`src/rtl/lcd_scan_pkg.sv`:
```
package lcd_scan_pkg;
    localparam int COM_N   = 184;
    localparam int GRP     = 4;
    localparam int LINE_N  = 2 * COM_N;
    localparam int HALF    = COM_N / 2;
    localparam int BLK_N   = COM_N / GRP;
    localparam int START_N = LINE_N / GRP;
    localparam int COM_W   = $clog2(COM_N + 1);
    localparam int ADDR_W  = $clog2(LINE_N);
    localparam int START_W = $clog2(START_N);
    localparam int BLK_W   = $clog2(BLK_N);
    localparam int SCAN_W  = 3;

    typedef enum logic [SCAN_W-1:0] {
        SCAN_NORM_FWD = 3'd0,
        SCAN_NORM_REV = 3'd1,
        SCAN_ILA_FWD  = 3'd2,
        SCAN_ILA_REV  = 3'd3,
        SCAN_ILB_FWD  = 3'd4,
        SCAN_ILB_REV  = 3'd5
    } scan_e;

    typedef enum logic [1:0] {
        ST_IDLE  = 2'd0,
        ST_ARMED = 2'd1,
        ST_SCAN  = 2'd2,
        ST_DONE  = 2'd3
    } seq_e;
endpackage

```
`src/rtl/lcd_scan_cfg.sv`:
```
module lcd_scan_cfg
    import lcd_scan_pkg::*;
(
    input  logic [SCAN_W-1:0]  raw_scan,
    input  logic [START_W-1:0] raw_start,
    input  logic [7:0]         raw_lines,
    input  logic [BLK_W-1:0]   raw_block,
    output scan_e              scan_o,
    output logic [COM_W-1:0]   first_pos,
    output logic [COM_W-1:0]   line_count,
    output logic [ADDR_W-1:0]  first_addr
);
    localparam logic [COM_W-1:0] COM_C = COM_W'(COM_N);

    logic [BLK_W-1:0]   blk_ok;
    logic [START_W-1:0] start_ok;
    logic [COM_W-1:0]   span;
    logic [COM_W-1:0]   lines_ext;

    always_comb begin
        // an out-of-range block falls back to block 0
        blk_ok     = (int'(raw_block) < BLK_N) ? raw_block : '0;
        first_pos  = COM_W'(int'(blk_ok) * GRP);
        span       = COM_C - first_pos;
        lines_ext  = COM_W'(raw_lines);
        line_count = (lines_ext > span) ? span : lines_ext;
        // an illegal start line falls back to 0
        start_ok   = (int'(raw_start) < START_N) ? raw_start : '0;
        first_addr = ADDR_W'(int'(start_ok) * GRP);
        // unused codes select the plain ascending order
        scan_o     = (raw_scan <= 3'd5) ? scan_e'(raw_scan) : SCAN_NORM_FWD;
    end
endmodule

```
`src/rtl/lcd_scan_map.sv`:
```
module lcd_scan_map
    import lcd_scan_pkg::*;
(
    input  scan_e            scan,
    input  logic [COM_W-1:0] pos,
    output logic [COM_W-1:0] com
);
    localparam logic [COM_W-1:0] GRP_C  = COM_W'(GRP);
    localparam logic [COM_W-1:0] HALF_C = COM_W'(HALF);
    localparam logic [COM_W-1:0] LAST_C = COM_W'(COM_N - 1);

    logic [COM_W-1:0] grp;
    logic [COM_W-1:0] lane;
    logic [COM_W-1:0] pair;
    logic [COM_W-1:0] in_lo;
    logic [COM_W-1:0] ila;
    logic [COM_W-1:0] ilb;

    always_comb begin
        grp   = pos / GRP_C;
        lane  = pos % GRP_C;
        pair  = grp >> 1;
        in_lo = pair * GRP_C + lane;
        ila   = grp[0] ? (HALF_C + in_lo) : in_lo;
        ilb   = grp[0] ? in_lo : (HALF_C + in_lo);
        unique case (scan)
            SCAN_NORM_FWD: com = pos;
            SCAN_NORM_REV: com = LAST_C - pos;
            SCAN_ILA_FWD:  com = ila;
            SCAN_ILA_REV:  com = LAST_C - ila;
            SCAN_ILB_FWD:  com = ilb;
            SCAN_ILB_REV:  com = LAST_C - ilb;
            default:       com = pos;
        endcase
    end
endmodule

```
`src/rtl/lcd_com_sequencer.sv`:
```
module lcd_com_sequencer
    import lcd_scan_pkg::*;
(
    input  logic               clk,
    input  logic               rst_n,
    input  logic               line_tick,
    input  logic               frame_start,
    input  logic [SCAN_W-1:0]  cfg_scan,
    input  logic [START_W-1:0] cfg_start,
    input  logic [7:0]         cfg_lines,
    input  logic [BLK_W-1:0]   cfg_block,
    output logic [COM_W-1:0]   com_idx,
    output logic               com_valid,
    output logic [ADDR_W-1:0]  line_addr,
    output logic               frame_done
);
    localparam logic [ADDR_W-1:0] ADDR_LAST = ADDR_W'(LINE_N - 1);

    seq_e              state_q, state_d;
    scan_e             scan_q;
    scan_e             ld_scan;
    logic [COM_W-1:0]  pos_q, left_q, map_com;
    logic [COM_W-1:0]  ld_pos, ld_cnt;
    logic [ADDR_W-1:0] addr_q, ld_addr;
    logic [COM_W-1:0]  com_q;
    logic [ADDR_W-1:0] line_q;
    logic              valid_q, done_q;
    logic              tick_live;

    lcd_scan_cfg u_cfg (
        .raw_scan   (cfg_scan),
        .raw_start  (cfg_start),
        .raw_lines  (cfg_lines),
        .raw_block  (cfg_block),
        .scan_o     (ld_scan),
        .first_pos  (ld_pos),
        .line_count (ld_cnt),
        .first_addr (ld_addr)
    );

    lcd_scan_map u_map (
        .scan (scan_q),
        .pos  (pos_q),
        .com  (map_com)
    );

    assign tick_live = line_tick && !frame_start &&
                       (state_q == ST_ARMED || state_q == ST_SCAN);

    always_comb begin
        state_d = state_q;
        if (frame_start) begin
            state_d = ST_ARMED;
        end else begin
            unique case (state_q)
                ST_IDLE:  state_d = ST_IDLE;
                ST_ARMED,
                ST_SCAN:  if (line_tick) state_d = (left_q == '0) ? ST_DONE : ST_SCAN;
                ST_DONE:  state_d = ST_DONE;
                default:  state_d = ST_IDLE;
            endcase
        end
    end

    always_ff @(posedge clk or negedge rst_n) begin
        if (!rst_n) state_q <= ST_IDLE;
        else        state_q <= state_d;
    end

    always_ff @(posedge clk or negedge rst_n) begin
        if (!rst_n) begin
            scan_q  <= SCAN_NORM_FWD;
            pos_q   <= '0;
            left_q  <= '0;
            addr_q  <= '0;
            com_q   <= '0;
            line_q  <= '0;
            valid_q <= 1'b0;
            done_q  <= 1'b0;
        end else begin
            done_q <= 1'b0;
            if (frame_start) begin
                scan_q  <= ld_scan;
                pos_q   <= ld_pos;
                left_q  <= ld_cnt;
                addr_q  <= ld_addr;
                valid_q <= 1'b0;
            end else if (tick_live) begin
                if (left_q == '0) begin
                    valid_q <= 1'b0;
                    done_q  <= 1'b1;
                end else begin
                    com_q   <= map_com;
                    line_q  <= addr_q;
                    valid_q <= 1'b1;
                    pos_q   <= pos_q + 1'b1;
                    left_q  <= left_q - 1'b1;
                    addr_q  <= (addr_q == ADDR_LAST) ? '0 : addr_q + 1'b1;
                end
            end
        end
    end

    assign com_idx    = com_q;
    assign com_valid  = valid_q;
    assign line_addr  = line_q;
    assign frame_done = done_q;

    assert_com_range_R2: assert property (@(posedge clk) disable iff (!rst_n)
        com_valid |-> (int'(com_idx) < COM_N));

    assert_norm_step_R2: assert property (@(posedge clk) disable iff (!rst_n)
        (com_valid && $past(com_valid) && $past(line_tick) && scan_q == SCAN_NORM_FWD)
        |-> (com_idx == $past(com_idx) + 1'b1));

    assert_addr_step_R7: assert property (@(posedge clk) disable iff (!rst_n)
        (com_valid && $past(com_valid) && $past(line_tick))
        |-> (line_addr == (($past(line_addr) == ADDR_LAST) ? '0 : ADDR_W'($past(line_addr) + 1'b1))));

    assert_done_pulse_R8: assert property (@(posedge clk) disable iff (!rst_n)
        frame_done |=> !frame_done);

    assert_done_novalid_R8: assert property (@(posedge clk) disable iff (!rst_n)
        frame_done |-> !com_valid);

    assert_quiet_hold_R9: assert property (@(posedge clk) disable iff (!rst_n)
        (!line_tick && !frame_start)
        |=> ($stable(com_idx) && $stable(line_addr) && $stable(com_valid)));

    assert_start_clears_R10: assert property (@(posedge clk) disable iff (!rst_n)
        frame_start |=> !com_valid);
endmodule

```
`config.mk`:
```
export PLATFORM = sky130hd
export DESIGN_NAME = lcd_com_sequencer
export DESIGN_NICKNAME = d
export VERILOG_FILES = /design/src/rtl/lcd_scan_pkg.sv /design/src/rtl/lcd_scan_cfg.sv /design/src/rtl/lcd_scan_map.sv /design/src/rtl/lcd_com_sequencer.sv
export SDC_FILE = /design/constraint.sdc
export NUM_CORES = 1
export LEC_CHECK = 0
export CORE_ASPECT_RATIO = 0.75
export CORE_MARGIN = 4
export CORE_UTILIZATION = 28
export CTS_BUF_LIST = sky130_fd_sc_hd__clkbuf_8
export DETAILED_ROUTE_END_ITERATION = 7
export PLACE_DENSITY = 0.56
export SYNTH_ARGS = -nofsm -noshare
export SYNTH_HDL_FRONTEND = slang
export SYNTH_SLANG_ARGS = --single-unit
```
`constraint.sdc`:
```
create_clock -name clk -period 6.11 [get_ports clk]
set_input_delay 0.9165 -clock clk [delete_from_list [all_inputs] [get_ports clk]]
set_output_delay 0.9165 -clock clk [all_outputs]
set_load 0.01 [all_outputs]
```
==> impl_metrics.py, run 1 <==
metrics = {
    "synth": {
        "synthTopCellsByArea": "dfrtp_1, nand2_1, ha_1",
        "netlist_area_um2": 3492,
        "synth-seq-area-share": 0.3511,
        "synth_cell_type_count": 58,
        "yosysTopAreaCell": "dfrtp_1",
        "synth_edf_count": 0,
        "synth_seq_cells": 49,
        "ys_async_sr_fraction": 1.000,
        "synth_xor_area_frac": 0.05267,
        "yosys-top-cells-count": "nand2_1, dfrtp_1, nor2_1, a21oi_1, inv_1",
        "avgSynthCellArea_um2": 8.065,
        "syn-num-nets": 477,
        "synth_top_family_by_area": "simple AND/OR/NAND/NOR gates",
        "yosysMostFrequentCell": "nand2_1",
        "synth_mux_area_frac": 0.04479,
        "synth-simple-area-share": 0.2322,
        "ys.warnings.count": 0,
        "ys.flop_type": "dfrtp_1",
        "synthAdderAreaFrac": 0.05733,
        "synth_top_cell_area_share": 0.3511,
        "synth_compound_area_frac": 0.2039,
        "syn-instance-count": 433,
    },
    "clock_tree": {
        "cts_resized": 0,
        "cts_tree": "yes",
        "path_clk_slew_ps": 100,
        "cts_num_sinks": 49,
        "postCtsSetupBuffers": 0,
        "cts_root_buffer": "clkbuf_8",
        "clk_latency_ps": 320,
        "htree_levels": 2,
        "cts_hold_buf": 0,
        "cts_made_buffers": 5,
        "clock_path_buffers": 2,
    },
    "detailed_routing": {
        "wl_per_cell_um": 14.36,
        "drc": 0,
        "ant_nets": 0,
        "avgViaCountPerCell": 5.145,
        "vias": 3257,
        "dr.pass1.iters": 4,
        "wirelength_um": 9091,
        "first_iter_violations": 236,
    },
    "min_path": {
        "hold_start": "line_addr[1]$_DFFE_PN0P_",
        "hold_path_class": "reg2reg",
        "hold_end": "line_addr[1]$_DFFE_PN0P_",
        "min_path_cells": 2,
    },
    "floorplan": {
        "die_y_um": 104.7,
        "dieArea_um2": 14340,
        "die_w_um": 137.0,
        "rows": 35,
        "core-area_um2": 12260,
        "start_util": 0.2848,
        "ios": 47,
    },
    "power": {
        "ir_worst_vdd_mv": 0.08845,
        "p_total_uw": 1132,
        "p_leak_uw": 0.001720,
        "p_per_area_nw_per_um2": 270.5,
    },
    "timing": {
        "worst_pin_slew_ps": 792.8,
        "final_hold_viol_count": 0,
        "fin_setup_tns_ps": 0,
        "setup_violations": 0,
        "fmax_ghz": 0.2893,
        "final-max-slew-violation-count": 0,
        "relSlewSlack": 0.4715,
        "rsz0062_at_grt": "false",
        "period_needed_ps": 3457,
        "post-route-period-util": 0.5658,
        "fin_skew_ps": 17.35,
    },
    "status": {
        "status": "completed",
    },
    "worst_setup_path": {
        "r2r_slack_ps": 2980,
        "reg2reg_depth": 12,
        "endpoint_kind": "flop",
        "r2r_end": "com_idx[7]$_DFFE_PN0P_",
        "cp_max_fo": 7,
        "cp.arrival_ps": 3660,
        "crit_start": "cfg_block[1]",
        "slowest_stage": "clkdlybuf4s50_1",
        "r2r-start": "scan_q[1]$_DFFE_PN0P_",
        "slowest_delay_ps": 580,
        "path_common_cell": "nor2_1",
        "path_class": "in2reg",
        "cp.required_ps": 6310,
        "startpoint_type": "input pin",
        "crit_chain": "clkdlybuf4s50_1, nand4_1, xor2_1, nor2_1, inv_1, ha_1, nand4_1, nor2_1, a211oi_1, nor2_1, mux2i_1, mux2_2",
    },
    "grt": {
        "antenna_found_initial": 0,
        "first_global_vias": 3211,
        "grt_pass1_wl_um": 15790,
        "grt_overflow": 0,
        "track_usage": 0.1312,
        "grt_max_degree": 50,
    },
    "job": {
        "maxCapViolCount": 0,
    },
    "placement": {
        "dp_hpwl_um": 6501,
        "portBuffers": 46,
        "post_dp_cell_area_um2": 4084,
        "gp_congestion": 0.8541,
    },
    "final_layout": {
        "layout.area.seq_um2": 1226,
        "diodes": 0,
        "fin_area_um2": 4183,
        "fillers": 1284,
        "syn2layout_area_growth_pct": 19.78,
        "drive_above_1_share": 0.05567,
        "multi_input_area_um2": 2063,
        "layout.nets": 510,
    },
}
## through the flow
stage,std cells,hold slack [ps],utilization,setup slack (ps)
after floorplan,433,487.5,-,3204
after global placement,625,467.2,0.3331,2473
after detailed placement,625,471.6,0.3331,2343
after CTS,633,497.2,0.3411,2686
after global routing,633,519.6,0.3411,2421
final,633,487.5,0.3411,2653
## where the power goes
| part | internal, µW | leakage, µW | switching [µW] |
|---|---|---|---|
| registers | 401 | 0.000619 | 83.5 |
| clock network | 93.7 | 0.0000478 | 127 |
| logic | 214 | 0.00105 | 213 |
| total | 709 | 0.00172 | 423 |
## worst max-delay path: cells and delay by family
family	cells	cell delay (ps)
adders and majority gates	1	290
and+or+nand+nor	5	1110
muxes	2	450
xor gates and xnor gates	1	170
buffers and inverters	2	650
AOI/OAI and AO/OA	1	70
## flip-flops by register name, indices dropped and copies added, names as in the netlist
signal,flops
com_valid,1
state_q,2
com_idx,8
left_q,8
addr_q,9
pos_q,8
scan_q,3
line_addr,9
frame_done,1
## cell usage in the layout, fill, tap and decap left out, drive strengths merged, types with 4 or more instances in the layout
cell type,count
nand2b,4
mux2,5
a221oi,4
o21ai,29
xnor2,11
nand3b,5
nor3,19
dfrtp,49
a21oi,26
xor2,10
a211oi,5
nand3,15
nand4,4
nor2,37
a32oi,5
nor2b,7
mux2i,10
a31oi,8
nand2,68
clkdlybuf4s50,45
nor4,7
ha,16
buf,5
inv,28
clkbuf,6
## layer usage
layer | global-route usage | share of wire | wire length (µm) | vias to the layer above
met2 | 0.1949 | 0.44 | 4045 | 95
met3 | 0.03080 | 0.054 | 493 | 11
li1 | - | - | - | 1603
met1 | 0.1959 | 0.49 | 4493 | 1548
met4 | 0.02066 | 0.0065 | 59 | 0
met5 | 0 | 0 | 0 | -
## cell families after synthesis
kind of cell | Yosys count
xor+xnor | 21
flops | 49
simple gates | 175
fa+ha+maj | 16
compound gates | 106
mux | 15
buf+inv | 51
## cell type report
cell class,count,share of cell area
multi-input combinational,333,0.4933
tap,166,0.04966
clock buffer,6,0.01974
timing repair buffer,50,0.1161
inverter,27,0.02423
sequential,49,0.2932
clock inverter,2,0.003889
## worst max path at each step
| stage | end | slack [ps] |
|---|---|---|
| floorplan | left_q[3]$_DFFE_PN0P_ | 3200 |
| global placement | left_q[5]$_DFFE_PN0P_ | 2470 |
| detailed placement | left_q[4]$_DFFE_PN0P_ | 2340 |
| CTS | left_q[4]$_DFFE_PN0P_ | 2690 |
| global route | left_q[4]$_DFFE_PN0P_ | 2420 |
| finish | left_q[5]$_DFFE_PN0P_ | 2650 |
Power figures use the tool's default switching activity.
==> inputs of run 2 (changes only) <==
clock period = 3.3 ns   (was 6.11 ns; I/O delays follow)
==> run 2 against run 1 <==
Against the previous run: critical path type unchanged; combinational power up 92%; via count is essentially flat; critical endpoint is now left_q[4]$_DFFE_PN0P_; setup slack worse by 2400 ps; clock-buffer cell count unchanged; largest power group unchanged.
==> impl_metrics.py, run 2 (synthesis gave the netlist of run 1 again) <==
metrics = {
    "worst_setup_path": {
        "r2r_slack_ps": 480,
        "r2r_end": "com_idx[7]$_DFFE_PN0P_",
        "reg2reg_depth": 12,
        "cp.arrival_ps": 3270,
        "endpoint": "left_q[4]$_DFFE_PN0P_",
        "path_class": "in2reg",
        "cp.required_ps": 3520,
        "endpoint_kind": "flop",
        "cp_max_fo": 7,
        "startpoint_type": "input pin",
        "crit_start": "cfg_block[1]",
        "r2r-start": "pos_q[4]$_DFFE_PN0P_",
    },
    "clock_tree": {
        "cts_num_sinks": 49,
        "cts_resized": 0,
        "cts_made_buffers": 5,
        "postCtsSetupBuffers": 0,
        "cts_hold_buf": 0,
        "clock_path_buffers": 2,
        "path_clk_slew_ps": 110,
        "clk_latency_ps": 320,
        "htree_levels": 2,
        "cts_tree": "yes",
        "cts_root_buffer": "clkbuf_8",
    },
    "floorplan": {
        "ios": 47,
        "start_util": 0.2848,
        "rows": 35,
        "die_w_um": 137.0,
        "dieArea_um2": 14340,
        "core-area_um2": 12260,
        "die_y_um": 104.7,
    },
    "final_layout": {
        "drive_above_1_share": 0.06765,
        "final_cell_mix": "nand2_1, dfrtp_1, clkdlybuf4s50_1",
        "syn2layout_area_growth_pct": 21.07,
        "diodes": 0,
        "fillers": 1284,
        "final_common_cell": "nand2_1",
        "layout.nets": 516,
    },
    "power": {
        "p_int_uw": 1319,
        "switching_power_uw": 774.8,
        "p_sw_frac": 0.3700,
        "p_leak_uw": 0.001750,
        "pwr-share-seq": 0.421,
        "clkPwrFrac": 0.190,
        "p_comb_frac": 0.390,
        "p_per_area_nw_per_um2": 495.3,
        "ir_worst_vdd_mv": 0.2052,
    },
    "timing": {
        "post-route-period-util": 0.9242,
        "fmax_ghz": 0.3279,
        "final_hold_viol_count": 0,
        "setup_ws_ps": 250.0,
        "holdWs_ps": 247.5,
        "rsz0062_at_grt": "false",
        "fin_setup_tns_ps": 0,
        "setup_violations": 0,
        "fin_skew_ps": 14.84,
        "final-max-slew-violation-count": 0,
        "period_needed_ps": 3050,
        "worst_pin_slew_ps": 821.7,
        "relSlewSlack": 0.4522,
    },
    "detailed_routing": {
        "drc": 0,
        "vias": 3256,
        "wl_per_cell_um": 14.39,
        "ant_nets": 0,
        "dr.pass1.iters": 5,
        "first_iter_violations": 213,
        "wirelength_um": 9196,
        "avgViaCountPerCell": 5.095,
    },
    "grt": {
        "first_global_vias": 3146,
        "grt_overflow": 0,
        "track_usage": 0.1303,
        "grt_max_degree": 37,
        "grt_pass1_wl_um": 15400,
        "antenna_found_initial": 0,
    },
    "placement": {
        "gp_congestion": 0.8522,
        "portBuffers": 46,
        "dp_hpwl_um": 6770,
        "dp_slack_ps": -46.61,
    },
    "job": {
        "maxCapViolCount": 0,
    },
    "min_path": {
        "hold_path_class": "in2async",
    },
    "status": {
        "status": "completed",
    },
}
-- run 2: area by class of cell --
cell class | instances | area (µm²) | share of cell area
Sequential cell | 49 | 1226 | 0.2900
Clock inverter | 2 | 16.27 | 0.003847
Tap cell | 166 | 207.7 | 0.04913
Inverter | 27 | 101.3 | 0.02397
Clock buffer | 6 | 82.58 | 0.01953
Multi-Input combinational cell | 333 | 2063 | 0.4880
Timing Repair Buffer | 56 | 530.5 | 0.1255
-- run 2: per-stage QoR --
stage	utilization	total power [µW]	cell area, µm²	cells
final	0.3448	2094	4228	639
after global routing	0.3448	2260	4228	639
after CTS	0.3448	2120	4228	639
after detailed placement	0.3367	1714	4129	631
after global placement	0.3367	1701	4129	631
after floorplan	-	1348	3492	433
-- run 2: power by group through the flow --
stage               Clock [µW]  Sequential, µW  Combinational [µW]
floorplan                    0             888                 460
CTS                        414             881                 825
finish                     398             881                 816
global placement             0             890                 811
global route               440             906                 915
detailed placement           0             892                 822
-- run 2: critical path, stage by stage --
cell             delay [ps]
clkdlybuf4s50_1         590
nand4_1                 170
xor2_1                  170
nor2_1                  130
inv_1                    60
ha_1                    300
nand4_1                 140
nor2_1                  130
a211oi_1                 70
nor2_1                  550
mux2i_1                 170
mux2_2                  290
-- run 2: worst min-delay path by stage --
stage | startpoint | to | slack [ps] | cells after the start
3_3_place_gp | line_addr[4]$_DFFE_PN0P_ | line_addr[4]$_DFFE_PN0P_ | 470 | 2
6_report | rst_n | line_addr[7]$_DFFE_PN0P_ | 250 | 1
5_1_grt | rst_n | line_addr[7]$_DFFE_PN0P_ | 310 | 1
3_5_place_dp | line_addr[7]$_DFFE_PN0P_ | line_addr[7]$_DFFE_PN0P_ | 470 | 2
2_1_floorplan | rst_n | addr_q[0]$_DFFE_PN0P_ | 200 | 0
4_1_cts | rst_n | line_addr[7]$_DFFE_PN0P_ | 280 | 1
-- run 2: metal layers --
| metal | track usage | wire length [µm] | up-vias |
|---|---|---|---|
| met2 | 0.1935 | 4001 | 82 |
| li1 | - | - | 1611 |
| met1 | 0.1947 | 4651 | 1555 |
| met4 | 0.02208 | 75 | 0 |
| met3 | 0.02984 | 468 | 8 |
| met5 | 0 | 0 | - |
